File: config.mk
export PLATFORM = sky130hd
export DESIGN_NAME = msrr_sched
export DESIGN_NICKNAME = d
export VERILOG_FILES = /design/src/rtl/msrr_pkg.sv /design/src/rtl/msrr_search.sv /design/src/rtl/msrr_ptr.sv /design/src/rtl/msrr_sched.sv
export SDC_FILE = /design/constraint.sdc
export NUM_CORES = 1
export LEC_CHECK = 0
export ABC_AREA = 0
export ABC_CLOCK_PERIOD_IN_PS = 20600
export BUFFER_PORTS_ARGS = -buffer_cell sky130_fd_sc_hd__buf_2
export CORE_ASPECT_RATIO = 0.75
export CORE_UTILIZATION = 65
export CTS_BUF_LIST = sky130_fd_sc_hd__clkbuf_16
export DETAILED_ROUTE_END_ITERATION = 12
export PLACE_DENSITY = 0.84
export SYNTH_ARGS = -nofsm -noshare
export SYNTH_HDL_FRONTEND = slang
export SYNTH_SLANG_ARGS = --single-unit
File: constraint.sdc
create_clock -name clk -period 20.6 [get_ports clk]
set_input_delay 2.06 -clock clk [delete_from_list [all_inputs] [get_ports clk]]
set_output_delay 2.06 -clock clk [all_outputs]
set_load 0.1 [all_outputs]
File: src/rtl/msrr_pkg.sv
package msrr_pkg;
   function automatic int unsigned bits_for(input int unsigned n);
      int unsigned w;
      w = 1;
      while ((1 << w) < n) w++;
      return w;
   endfunction
endpackage

File: src/rtl/msrr_search.sv
module msrr_search #(
   parameter int unsigned N  = 8,
   parameter int unsigned M  = 2,
   parameter int unsigned PW = 3,
   parameter int unsigned LW = 1
) (
   input  logic [N-1:0]    req,
   input  logic [PW-1:0]   ptr,
   output logic [N-1:0]    grant,
   output logic [N*LW-1:0] link,
   output logic [PW-1:0]   ptr_next
);
   int unsigned cnt;
   int unsigned idx;
   int unsigned last;
   int unsigned refused;
   logic        found;

   always_comb begin
      grant   = '0;
      link    = '0;
      cnt     = 0;
      idx     = 0;
      last    = 0;
      refused = 0;
      found   = 1'b0;
      for (int unsigned k = 0; k < N; k++) begin
         idx = int'(ptr) + k;
         if (idx >= N) idx = idx - N;
         if (req[idx]) begin
            if (cnt < M) begin
               grant[idx]            = 1'b1;
               link[idx*LW +: LW]    = LW'(cnt);
               cnt                   = cnt + 1;
               last                  = idx;
            end else if (!found) begin
               found   = 1'b1;
               refused = idx;
            end
         end
      end
      if (found)
         ptr_next = PW'(refused);
      else if (cnt != 0)
         ptr_next = (last == N - 1) ? '0 : PW'(last + 1);
      else
         ptr_next = ptr;
   end
endmodule

File: src/rtl/msrr_ptr.sv
module msrr_ptr #(
   parameter int unsigned N  = 8,
   parameter int unsigned PW = 3
) (
   input  logic          clk,
   input  logic          rst_n,
   input  logic          any_req,
   input  logic [PW-1:0] ptr_next,
   output logic [PW-1:0] ptr
);
   always_ff @(posedge clk) begin
      if (!rst_n) ptr <= '0;
      else        ptr <= ptr_next;
   end

   assert_ptr_hold_R7: assert property (@(posedge clk) disable iff (!rst_n)
      !any_req |=> $stable(ptr));
   assert_ptr_range_R9: assert property (@(posedge clk) disable iff (!rst_n)
      int'(ptr) < N);
endmodule

File: src/rtl/msrr_sched.sv
module msrr_sched
   import msrr_pkg::*;
#(
   parameter int unsigned N       = 8,
   parameter int unsigned M       = 2,
   parameter bit          REG_OUT = 1'b1,
   localparam int unsigned PW     = bits_for(N),
   localparam int unsigned LW     = bits_for(M)
) (
   input  logic            clk,
   input  logic            rst_n,
   input  logic [N-1:0]    req,
   output logic [N-1:0]    ack,
   output logic [N*LW-1:0] link_id
);
   initial begin
      assert (N >= 2) else $error("msrr_sched: N must be at least 2");
      assert (M >= 1 && M <= N) else $error("msrr_sched: M must lie in 1..N");
   end

   logic [PW-1:0]   ptr;
   logic [PW-1:0]   ptr_next;
   logic [N-1:0]    grant;
   logic [N*LW-1:0] link;

   msrr_search #(.N(N), .M(M), .PW(PW), .LW(LW)) u_search (
      .req      (req),
      .ptr      (ptr),
      .grant    (grant),
      .link     (link),
      .ptr_next (ptr_next)
   );

   msrr_ptr #(.N(N), .PW(PW)) u_ptr (
      .clk      (clk),
      .rst_n    (rst_n),
      .any_req  (|req),
      .ptr_next (ptr_next),
      .ptr      (ptr)
   );

   generate
      if (REG_OUT) begin : g_reg
         logic armed;
         always_ff @(posedge clk) begin
            if (!rst_n) begin
               ack     <= '0;
               link_id <= '0;
               armed   <= 1'b0;
            end else begin
               ack     <= grant;
               link_id <= link;
               armed   <= 1'b1;
            end
         end

         assert_ack_subset_R2: assert property (@(posedge clk) disable iff (!rst_n)
            armed |-> ((ack & ~$past(req)) == '0));
         assert_ack_count_R3: assert property (@(posedge clk) disable iff (!rst_n)
            armed |-> ($countones(ack) ==
               (($countones($past(req)) > M) ? M : $countones($past(req)))));
         assert_idle_quiet_R7: assert property (@(posedge clk) disable iff (!rst_n)
            (armed && $past(req) == '0) |-> (ack == '0));
         assert_reset_quiet_R1: assert property (@(posedge clk) disable iff (!rst_n)
            !armed |-> (ack == '0));
         for (genvar i = 0; i < N; i++) begin : g_lchk
            assert_link_field_R8: assert property (@(posedge clk) disable iff (!rst_n)
               ack[i] ? (int'(link_id[i*LW +: LW]) < M) : (link_id[i*LW +: LW] == '0));
         end
      end else begin : g_comb
         always_comb begin
            ack     = rst_n ? grant : '0;
            link_id = rst_n ? link  : '0;
         end
      end
   endgenerate
endmodule

==> run_results.csv <==
group,metric,value,unit
outcome,outcome,"complete, no violations",
job,max_cap_viol_count,0,
yosys,synth_top_family_by_area,"compound AO/OA/AOI/OAI gates",
yosys,ys_top_cells_by_area,"ha_1 (14%), dfxtp_1 (8.3%), mux4_2 (5.4%)",
yosys,synth_xor_area_frac,0.00926,
global_route,track_usage,0.436,
yosys,synth_async_sr_flop_share,0,
yosys,netlist_area,0.00459,mm2
critical_path,crit_path_top_delay_cell,"nor3_1",
routing,num_vias,5373,
routing,post-route-drc-count,0,
critical_path,cpPeakStageDelay,0.64,ns
yosys,ys_seq_area_frac,0.0828,
sta,hold_viol_final,0,
sta,slew_viol_final,0,
sta,fin_crit_sh,0.488,
yosys,synthDistinctLibCells,90,
cells_and_area,final_cell_mix,"nand2_1 (54), ha_1 (52), nor2_1 (46)",
global_route,overflow,0,
routing,drt-total-wl,16.2,mm
global_route,grt_max_degree,37,
placement,dp_hpwl,12.3,mm
global_route,grt_pass1_wl,24.8,mm
yosys,syn_inst,595,
critical_path,path_class,"in2reg",
sta,fin_skew,0.00190,ns
critical_path,required,20.71,ns
routing,first_iter_violations,842,
cells_and_area,layout-drive-gt1-share,0.133,
clock_network,clock-root-buffer,"clkbuf_16",
die,die_area,0.00741,mm2
sta,fin_crit,10.06,ns
placement,globalplace.congestion,1.08,
die,ios,26,
routing,first_pass_iters,8,
yosys,synth_mux_area_frac,0.150,
critical_path,path_buf_inv,4,
yosys,yosys.area_share.simple,0.268,
clock_network,clockBufferDepth,2,
cells_and_area,final_cells,702,
sta,achievable-frequency,99.4,MHz
yosys,synth_compound_area_frac,0.289,
critical_path,cp-start-kind,"input pin",
sta,rsz0062_at_grt,"no",
clock_network,clock_latency,0.25,ns
critical_path,critPathMostFrequentCell,"nor2_1",
clock_network,cts_resized,0,
yosys,synth_top_area_cell,"ha_1",
sta,finalSetupTns,0,ns
sta,setup_viol,0,
critical_path,critPathMaxFanout,13,
critical_path,critPathTopFamily,"simple AND/OR/NAND/NOR gates",
clock_network,cts_setup_buffers,0,
global_route,grt_pass1_vias,4640,
sta,maxSlewHeadroom,0.320,
routing,ant_nets,0,
cells_and_area,final_nets,681,
clock_network,cts_buffers,3,
yosys,netlist.area_leader.share,0.142,
yosys,synth_fa_ha_area_frac,0.142,
routing,viasPerCell,7.65,
clock_network,htree_levels,1,
die,die_height,74.8,um
clock_network,clk_pin_slew,0.05,ns
cells_and_area,fin_util,0.713,
critical_path,crit_path_end_kind,"flop",
yosys,synth_edf_count,0,
critical_path,arrival,10.17,ns
clock_network,cts_tree,"done",
clock_network,cts.sinks,19,
die,fp-row-count,26,
yosys,synth.avg_cell_area,7.72,um2
cells_and_area,areaGrowthSynthToFinish,6.13,%
global_route,antenna_found_initial,0,
clock_network,cts_hold_buf,0,
yosys,synth-seq-cells,19,
yosys,synthFlopType,"dfxtp_1",
cells_and_area,fillers,583,
worst_hold_path,hp-class,"reg2reg",
cells_and_area,final_common_cell,"nand2_1",
placement,port-buffer-count,25,
routing,wl_per_cell,23.1,um
die,die_w,99.1,um
die,initial_core_util,0.672,
placement,placed_cells,698,
sta,worstMarginPinSlew,1.00,ns
cells_and_area,diodes,0,
yosys,synth_warnings,0,
die,coreArea,0.00683,mm2
tightest hold or removal path: stages, from the launching register on:
cell and delay, ns:
dfxtp_1 0.30, buf_4 0.20, o21ai_0 0.17, a31oi_1 0.04
through the flow:
step                      area (um2)  hold slack, ns  setup WS (ns)
after global placement          4790           0.733          11.19
after detailed placement        4790           0.746          10.64
after global routing            4870           0.817          10.06
after floorplan                 4670           0.783          12.01
final                           4870           0.755          10.54
after CTS                       4870           0.749          10.88
routing by layer:
layer / global-route usage / up-vias / part of all wire
li1: - / 2347 / -
met1: 0.582 / 2493 / 0.39
met2: 0.672 / 453 / 0.42
met3: 0.102 / 80 / 0.14
met4: 0.214 / 0 / 0.050
met5: 0 / - / 0
synth_stat cells (8+ instances only):
master	instances
nand2_1	54
ha_1	52
nor2_1	46
o21ai_0	35
nor3_1	26
a21oi_1	25
clkbuf_1	25
inv_1	25
mux2i_1	21
dfxtp_1	19
nand3_1	15
nand4_1	12
and3_1	11
mux4_2	11
a211oi_1	10
and2_1	10
nand2b_1	9
mux2_2	8
nor2b_1	8
nor4_1	8
o221ai_1	8
state kept, by name, summed over array words and instances, names as in the netlist:
register and flops:
ack 8, u_ptr.ptr 3, link_id 8
area by class of cell:
cell class / instances / area, um2 / share of cell area
Multi-Input combinational cell: 536 / 4030 / 0.827
Tap cell: 84 / 105 / 0.0216
Sequential cell: 19 / 380 / 0.0780
Clock inverter: 1 / 5.00 / 0.00103
Timing Repair Buffer: 32 / 178 / 0.0365
Inverter: 27 / 101 / 0.0208
Clock buffer: 3 / 75.1 / 0.0154
worst paths after layout:
kind | from | endpoint | slack (ns) | depth (start not counted)
setup / recovery | req[7] | u_ptr.ptr[1]$_SDFFE_PN0P_ | 10.54 | 28
hold / removal | u_ptr.ptr[2]$_SDFFE_PN0P_ | u_ptr.ptr[2]$_SDFFE_PN0P_ | 0.76 | 3
setup reg to reg | u_ptr.ptr[0]$_SDFFE_PN0P_ | u_ptr.ptr[1]$_SDFFE_PN0P_ | 11.00 | 32
hold reg to reg | u_ptr.ptr[2]$_SDFFE_PN0P_ | u_ptr.ptr[2]$_SDFFE_PN0P_ | 0.76 | 3
cell families (layout without fill, tap and decap cells):
kind of cell	Yosys count	in the layout
and+or+nand+nor	235	235
AOI/OAI and AO/OA	174	174
buffers and inverters	62	63
adders and majority gates	52	52
muxes	47	47
DFF	19	19
xor gates and xnor gates	4	4
other	2	24
Power is left out: the tool's default activity adds up to more than one toggle a clock period on the data nets, which glitch-free logic cannot reach.
